<file path="src/rtl/ipc_irq_pkg.sv">
package ipc_irq_pkg;

   // top address bit: which view of the shared flag field a write targets
   typedef enum logic {
      VIEW_RAISE = 1'b0,
      VIEW_ACK   = 1'b1
   } ipc_view_e;

   // width of the core index field, at least one bit
   function automatic int idx_width(int n);
      return (n < 2) ? 1 : $clog2(n);
   endfunction

endpackage

</file>
<file path="src/rtl/ipc_wr_decode.sv">
module ipc_wr_decode
   import ipc_irq_pkg::*;
#(
   parameter  int NUM_CORES = 8,
   parameter  int WR_PORTS  = 2,
   parameter  int DATA_W    = 32,
   parameter  int SRC_LSB   = 4,
   parameter  int SRC_W     = 28,
   localparam int IDX_W     = idx_width(NUM_CORES),
   localparam int ADDR_W    = IDX_W + 1
) (
   input  logic [WR_PORTS-1:0]                wr_en,
   input  logic [WR_PORTS*ADDR_W-1:0]         wr_addr,
   input  logic [WR_PORTS*DATA_W-1:0]         wr_data,
   output logic [NUM_CORES-1:0][SRC_W-1:0]    set_mask,
   output logic [NUM_CORES-1:0][SRC_W-1:0]    clr_mask,
   output logic [NUM_CORES-1:0]               trig
);

   ipc_view_e          p_view [WR_PORTS];
   logic [IDX_W-1:0]   p_idx  [WR_PORTS];
   logic [SRC_W-1:0]   p_src  [WR_PORTS];
   logic               p_trig [WR_PORTS];
   logic [WR_PORTS-1:0] unused_data;

   // split each flattened port into its fields
   for (genvar p = 0; p < WR_PORTS; p++) begin : g_port
      assign p_view[p]      = ipc_view_e'(wr_addr[p*ADDR_W + ADDR_W - 1]);
      assign p_idx[p]       = wr_addr[p*ADDR_W +: IDX_W];
      assign p_src[p]       = wr_data[p*DATA_W + SRC_LSB +: SRC_W];
      assign p_trig[p]      = wr_data[p*DATA_W];
      assign unused_data[p] = ^wr_data[p*DATA_W +: DATA_W];
   end

   // merge all ports into per-core set, clear and trigger requests
   always_comb begin
      set_mask = '0;
      clr_mask = '0;
      trig     = '0;
      for (int p = 0; p < WR_PORTS; p++) begin
         for (int c = 0; c < NUM_CORES; c++) begin
            if (wr_en[p] && (int'(p_idx[p]) == c)) begin
               if (p_view[p] == VIEW_RAISE) begin
                  set_mask[c] = set_mask[c] | p_src[p];
                  trig[c]     = trig[c] | p_trig[p];
               end else begin
                  clr_mask[c] = clr_mask[c] | p_src[p];
               end
            end
         end
      end
   end

endmodule

</file>
<file path="src/rtl/ipc_src_bank.sv">
module ipc_src_bank #(
   parameter int NUM_CORES = 8,
   parameter int SRC_W     = 28
) (
   input  logic                             clk,
   input  logic                             rst_n,
   input  logic [NUM_CORES-1:0][SRC_W-1:0]  set_mask,
   input  logic [NUM_CORES-1:0][SRC_W-1:0]  clr_mask,
   output logic [NUM_CORES-1:0][SRC_W-1:0]  src_state
);

   for (genvar c = 0; c < NUM_CORES; c++) begin : g_core
      logic [SRC_W-1:0] flags_q;

      // clear first, then set: a set in the same cycle wins
      always_ff @(posedge clk or negedge rst_n) begin
         if (!rst_n) flags_q <= '0;
         else        flags_q <= (flags_q & ~clr_mask[c]) | set_mask[c];
      end

      assign src_state[c] = flags_q;
   end

endmodule

</file>
<file path="src/rtl/ipc_pulse_out.sv">
module ipc_pulse_out #(
   parameter int NUM_CORES = 8
) (
   input  logic                 clk,
   input  logic                 rst_n,
   input  logic [NUM_CORES-1:0] trig,
   output logic [NUM_CORES-1:0] irq_pulse
);

   for (genvar c = 0; c < NUM_CORES; c++) begin : g_core
      logic pulse_q;

      // high for one cycle per trigger cycle
      always_ff @(posedge clk or negedge rst_n) begin
         if (!rst_n) pulse_q <= 1'b0;
         else        pulse_q <= trig[c];
      end

      assign irq_pulse[c] = pulse_q;
   end

endmodule

</file>
<file path="src/rtl/ipc_read_mux.sv">
module ipc_read_mux
   import ipc_irq_pkg::*;
#(
   parameter  int NUM_CORES = 8,
   parameter  int DATA_W    = 32,
   parameter  int SRC_LSB   = 4,
   parameter  int SRC_W     = 28,
   localparam int IDX_W     = idx_width(NUM_CORES),
   localparam int ADDR_W    = IDX_W + 1
) (
   input  logic [ADDR_W-1:0]                rd_addr,
   input  logic [NUM_CORES-1:0][SRC_W-1:0]  src_state,
   output logic [DATA_W-1:0]                rd_data
);

   logic [IDX_W-1:0] rd_idx;
   logic             unused_view;

   assign rd_idx      = rd_addr[IDX_W-1:0];
   // both views return the same flags; trigger and reserved bits read 0
   assign unused_view = rd_addr[ADDR_W-1];

   always_comb begin
      rd_data = '0;
      for (int c = 0; c < NUM_CORES; c++) begin
         if (int'(rd_idx) == c) rd_data[SRC_LSB +: SRC_W] = src_state[c];
      end
   end

endmodule

</file>
<file path="src/rtl/ipc_irq_bank.sv">
module ipc_irq_bank
   import ipc_irq_pkg::*;
#(
   parameter  int NUM_CORES = 8,
   parameter  int WR_PORTS  = 2,
   parameter  int DATA_W    = 32,
   parameter  int SRC_LSB   = 4,
   parameter  int SRC_W     = 28,
   localparam int IDX_W     = idx_width(NUM_CORES),
   localparam int ADDR_W    = IDX_W + 1
) (
   input  logic                          clk,
   input  logic                          rst_n,
   input  logic [WR_PORTS-1:0]           wr_en,
   input  logic [WR_PORTS*ADDR_W-1:0]    wr_addr,
   input  logic [WR_PORTS*DATA_W-1:0]    wr_data,
   input  logic [ADDR_W-1:0]             rd_addr,
   output logic [DATA_W-1:0]             rd_data,
   output logic [NUM_CORES-1:0]          irq_pulse
);

   // elaboration-time parameter checks
   if (NUM_CORES < 2) begin : g_bad_cores
      $error("ipc_irq_bank: NUM_CORES must be at least 2");
   end
   if (WR_PORTS < 1) begin : g_bad_ports
      $error("ipc_irq_bank: WR_PORTS must be at least 1");
   end
   if (SRC_LSB < 1) begin : g_bad_lsb
      $error("ipc_irq_bank: bit 0 is the trigger, SRC_LSB must be >= 1");
   end
   if (SRC_LSB + SRC_W > DATA_W) begin : g_bad_width
      $error("ipc_irq_bank: flag field does not fit in DATA_W");
   end

   logic [NUM_CORES-1:0][SRC_W-1:0] set_mask;
   logic [NUM_CORES-1:0][SRC_W-1:0] clr_mask;
   logic [NUM_CORES-1:0][SRC_W-1:0] src_state;
   logic [NUM_CORES-1:0]            trig;

   ipc_wr_decode #(
      .NUM_CORES (NUM_CORES),
      .WR_PORTS  (WR_PORTS),
      .DATA_W    (DATA_W),
      .SRC_LSB   (SRC_LSB),
      .SRC_W     (SRC_W)
   ) u_decode (
      .wr_en    (wr_en),
      .wr_addr  (wr_addr),
      .wr_data  (wr_data),
      .set_mask (set_mask),
      .clr_mask (clr_mask),
      .trig     (trig)
   );

   ipc_src_bank #(
      .NUM_CORES (NUM_CORES),
      .SRC_W     (SRC_W)
   ) u_bank (
      .clk       (clk),
      .rst_n     (rst_n),
      .set_mask  (set_mask),
      .clr_mask  (clr_mask),
      .src_state (src_state)
   );

   ipc_pulse_out #(
      .NUM_CORES (NUM_CORES)
   ) u_pulse (
      .clk       (clk),
      .rst_n     (rst_n),
      .trig      (trig),
      .irq_pulse (irq_pulse)
   );

   ipc_read_mux #(
      .NUM_CORES (NUM_CORES),
      .DATA_W    (DATA_W),
      .SRC_LSB   (SRC_LSB),
      .SRC_W     (SRC_W)
   ) u_read (
      .rd_addr   (rd_addr),
      .src_state (src_state),
      .rd_data   (rd_data)
   );

endmodule

</file>
<file path="config.mk">
export PLATFORM = sky130hd
export DESIGN_NAME = ipc_irq_bank
export DESIGN_NICKNAME = d
export VERILOG_FILES = /design/src/rtl/ipc_irq_pkg.sv /design/src/rtl/ipc_wr_decode.sv /design/src/rtl/ipc_src_bank.sv /design/src/rtl/ipc_pulse_out.sv /design/src/rtl/ipc_read_mux.sv /design/src/rtl/ipc_irq_bank.sv
export SDC_FILE = /design/constraint.sdc
export NUM_CORES = 1
export LEC_CHECK = 0
export ABC_AREA = 1
export BUFFER_PORTS_ARGS = -buffer_cell sky130_fd_sc_hd__buf_4
export CORE_AREA = 2 2 215 174
export DETAILED_ROUTE_END_ITERATION = 8
export DIE_AREA = 0 0 217 176
export SYNTH_ARGS = -nofsm -noshare
export SYNTH_HDL_FRONTEND = slang
export SYNTH_SLANG_ARGS = --single-unit
</file>
<file path="constraint.sdc">
create_clock -name clk -period 1.1 [get_ports clk]
set_clock_uncertainty 0.05 [all_clocks]
set_input_delay 0.11 -clock clk [delete_from_list [all_inputs] [get_ports clk]]
set_output_delay 0.11 -clock clk [all_outputs]
set_load 0.05 [all_outputs]
</file>
==> results.md <==
* First-pass GRT wire length at 89600 µm
* Crit Path Category: flop to output pin
* Hold Path Class: input port to asynchronous set/reset pin
* Die H at 176 µm
* WL/cell at between 20 and 25 µm
* Final Hold Fails at 0
* Synth area leaders: dfrtp_1 (41%), nand2_1 (14%), o211ai_1 (11%)
* Syn_area_per_cell at 7.63 µm²
* Setup tns final at -19090 ps
* Failing checks: negative setup slack
* Ys Warns at 0
* CTS Buf Count at 26
* Leakage power at 7.30 nW
* PD cells at between 1500 and 2000 mW/mm²
* Final GP Congestion at a little over 0.9
* Worst path required time at ~940 ps
* Dpl ws at -419 ps
* Multi-input gate area at 0.00741 mm²
* Vias in the first global route at 15.2k
* Total design power at between 20 and 30 mW
* Port Buffers at about 110
* Post-DP Area at between 0.015 and 0.02 mm²
* Detailed Routing Iterations Pass 1 at 5
* Root Driver: clkbuf_16
* Final cell count without fillers at ~2.6k
* Final ANT Viol Nets at 0
* Fin area at ~0.019 mm²
* Final #Nets at between 2k and 2.5k
* Clk sinks at roughly 230
* H-tree depth at 1
* Finished Core Util at 0.518
* Core Region at around 0.036 mm²
* Post-synthesis sequential area ratio at 0.407
* Async set or reset register ratio after synthesis at 1.00
* I/O pin count at 120
* Total gr overflow at 0
* Setup ws final at -736 ps
* Max Root-Sink Buffers at 3
* Min Hold Slack at about 5.0 ps
* Top FF cell, synth: dfrtp_1
* Worst EP arrival at 1680 ps
* Total track usage at 0.299
* Pins Over Slew Limit at 0
* Fmax at ~540 MHz
* DRC Markers at 0
* Outcome: finished with violations
* Post-synth EDFFs at 0
* Flops & latches, synth at roughly 230
* Detailed-placement wirelength estimate at just under 40000 µm
* Synth Instances at 1870
* Syn-to-layout area delta at 30.0%
* CTS tree: yes
* Initial Util at 0.398
* Pin count of the biggest net entering global routing at 54
* Layout cell share with drive strength beyond 1 at 0.190
* Initial antenna violation count at 1
* Post-synth top cells: nand2_1 (523), dfrtp_1 (232), o211ai_1 (206), nand4_1 (140), o21ai_0 (124)
* Setup-failing EPs final at 36
* Post-layout minimum cycle time at ~1800 ps
* CP max FO at 2
* Unrepaired setup endpoints after global routing: true
* Max-Cap Viols at 0
* Die W at between 200 and 250 µm
* Via count at approximately 16k
* Synth area leader: dfrtp_1
* Most common cell in the synthesized netlist: nand2_1
* Placed insts at 2489
* Diode count at 0
* Distinct cells, synth at 23
* Die area at roughly 0.038 mm²
* Mapped Area at 0.0143 mm²
* CP endpoint kind: output pin
* Peak supply drop at about 1000 µV
* Crit start category: flop
* Vias per cell at 6.16
* Initial drt markers at between 1.5k and 2k
* Clock slew at reported path FFs at ~60 ps
* Row count at a little over 60
* Worst skew pair latency at about 560 ps
* # fillers at approximately 3.4k
* Routed Wire Length at between 50000 and 60000 µm
* Final period util at 1.67
* Area share of the largest cell type after synthesis at 0.407
* FF+latch area at between 0.005 and 0.006 mm²
## layout by cell type, fill, tap and decap left out
master | netlist | final
nand2_1 | 523 | 509
dfrtp_1 | 232 | 232
buf_4 | 16 | 213
o211ai_1 | 206 | 206
nand4_1 | 140 | 140
o21ai_0 | 124 | 124
nor3_1 | 117 | 117
o221ai_1 | 117 | 117
inv_1 | 94 | 94
nor2_1 | 94 | 83
buf_12 | 0 | 63
buf_6 | 0 | 36
nand3_1 | 32 | 31
clkbuf_16 | 0 | 27
dlygate4sd3_1 | 0 | 17
nand2_2 | 1 | 14
clkbuf_8 | 0 | 10
nor2_4 | 2 | 9
nor2_2 | 3 | 7
o311ai_0 | 5 | 5
conb_1 | 1 | 4
clkinv_2 | 0 | 4
clkbuf_1 | 53 | 4
nor3_4 | 3 | 3
bufinv_16 | 0 | 2
inv_2 | 4 | 1
nand2_4 | 0 | 1
o311ai_1 | 1 | 1
inv_6 | 0 | 1
inv_12 | 0 | 1
inv_4 | 0 | 1
nand3_2 | 0 | 1
o21ai_1 | 1 | 1
buf_8 | 0 | 1
## layer usage
metal | GRT usage | part of all wire | up-vias
met1 | 0.428 | 0.43 | 7598
met4 | 0.101 | 0.031 | 0
met2 | 0.450 | 0.44 | 903
met5 | 0 | 0 | -
met3 | 0.0615 | 0.10 | 120
li1 | - | - | 7146
## registers in the layout, summed over array words and instances, names as in the netlist
register,flops
u_bank.g_core.flags_q,224
u_pulse.g_core.pulse_q,8
## final cells by class
| class | count | area share |
|---|---|---|
| Multi-Input combinational cell | 1373 | 0.399 |
| Sequential cell | 232 | 0.313 |
| Timing Repair Buffer | 330 | 0.186 |
| Clock buffer | 41 | 0.0446 |
| Tap cell | 480 | 0.0324 |
| Inverter | 98 | 0.0209 |
| Clock inverter | 6 | 0.00431 |
## timing repair
action / in CTS / in global routing
hold buffers: 17 / 0
hold endpoints to repair: 270 / 0
endpoints found under the setup margin: 36 / 38
pin swaps: 58 / 24
setup buffers: 4 / 3
gates cloned: 0 / 0
gates resized for setup: 42 / 2
## worst max-delay path: stages, from the launching register on
cell and delay (ps):
dfrtp_1 380, nand4_1 90, nand4_1 100, nor2_1 100, nand4_1 210, buf_6 240
## cells by family (layout without fill, tap and decap cells)
family | Yosys count | after routing | share of synthesized area
simple gates | 915 | 915 | 0.283
compound gates | 454 | 454 | 0.228
buf+inv | 268 | 475 | 0.0826
flops | 232 | 232 | 0.407
other cells | 1 | 4 | 0.000263
## worst paths after layout
check                                                        from                                     end  slack (ps)  cells after the start
hold reg to reg            u_bank.g_core[6].flags_q[26]$_DFF_PN0_  u_bank.g_core[6].flags_q[26]$_DFF_PN0_         500                      2
min in group clk                                      wr_data[24]  u_bank.g_core[5].flags_q[20]$_DFF_PN0_          10                      6
hold / removal                                              rst_n   u_bank.g_core[2].flags_q[7]$_DFF_PN0_           5                      2
max in group asynchronous                                   rst_n   u_bank.g_core[1].flags_q[6]$_DFF_PN0_         420                      3
setup / recovery           u_bank.g_core[3].flags_q[16]$_DFF_PN0_                             rd_data[20]        -740                      5
setup reg to reg            u_bank.g_core[1].flags_q[0]$_DFF_PN0_   u_bank.g_core[1].flags_q[0]$_DFF_PN0_         190                      3
## power breakdown
part / internal (mW) / switching (mW)
logic: 3.44 / 4.82
clock network: 5.60 / 3.87
registers: 10.7 / 1.24
total: 19.8 / 9.93
(Power assumes the default switching activity.)
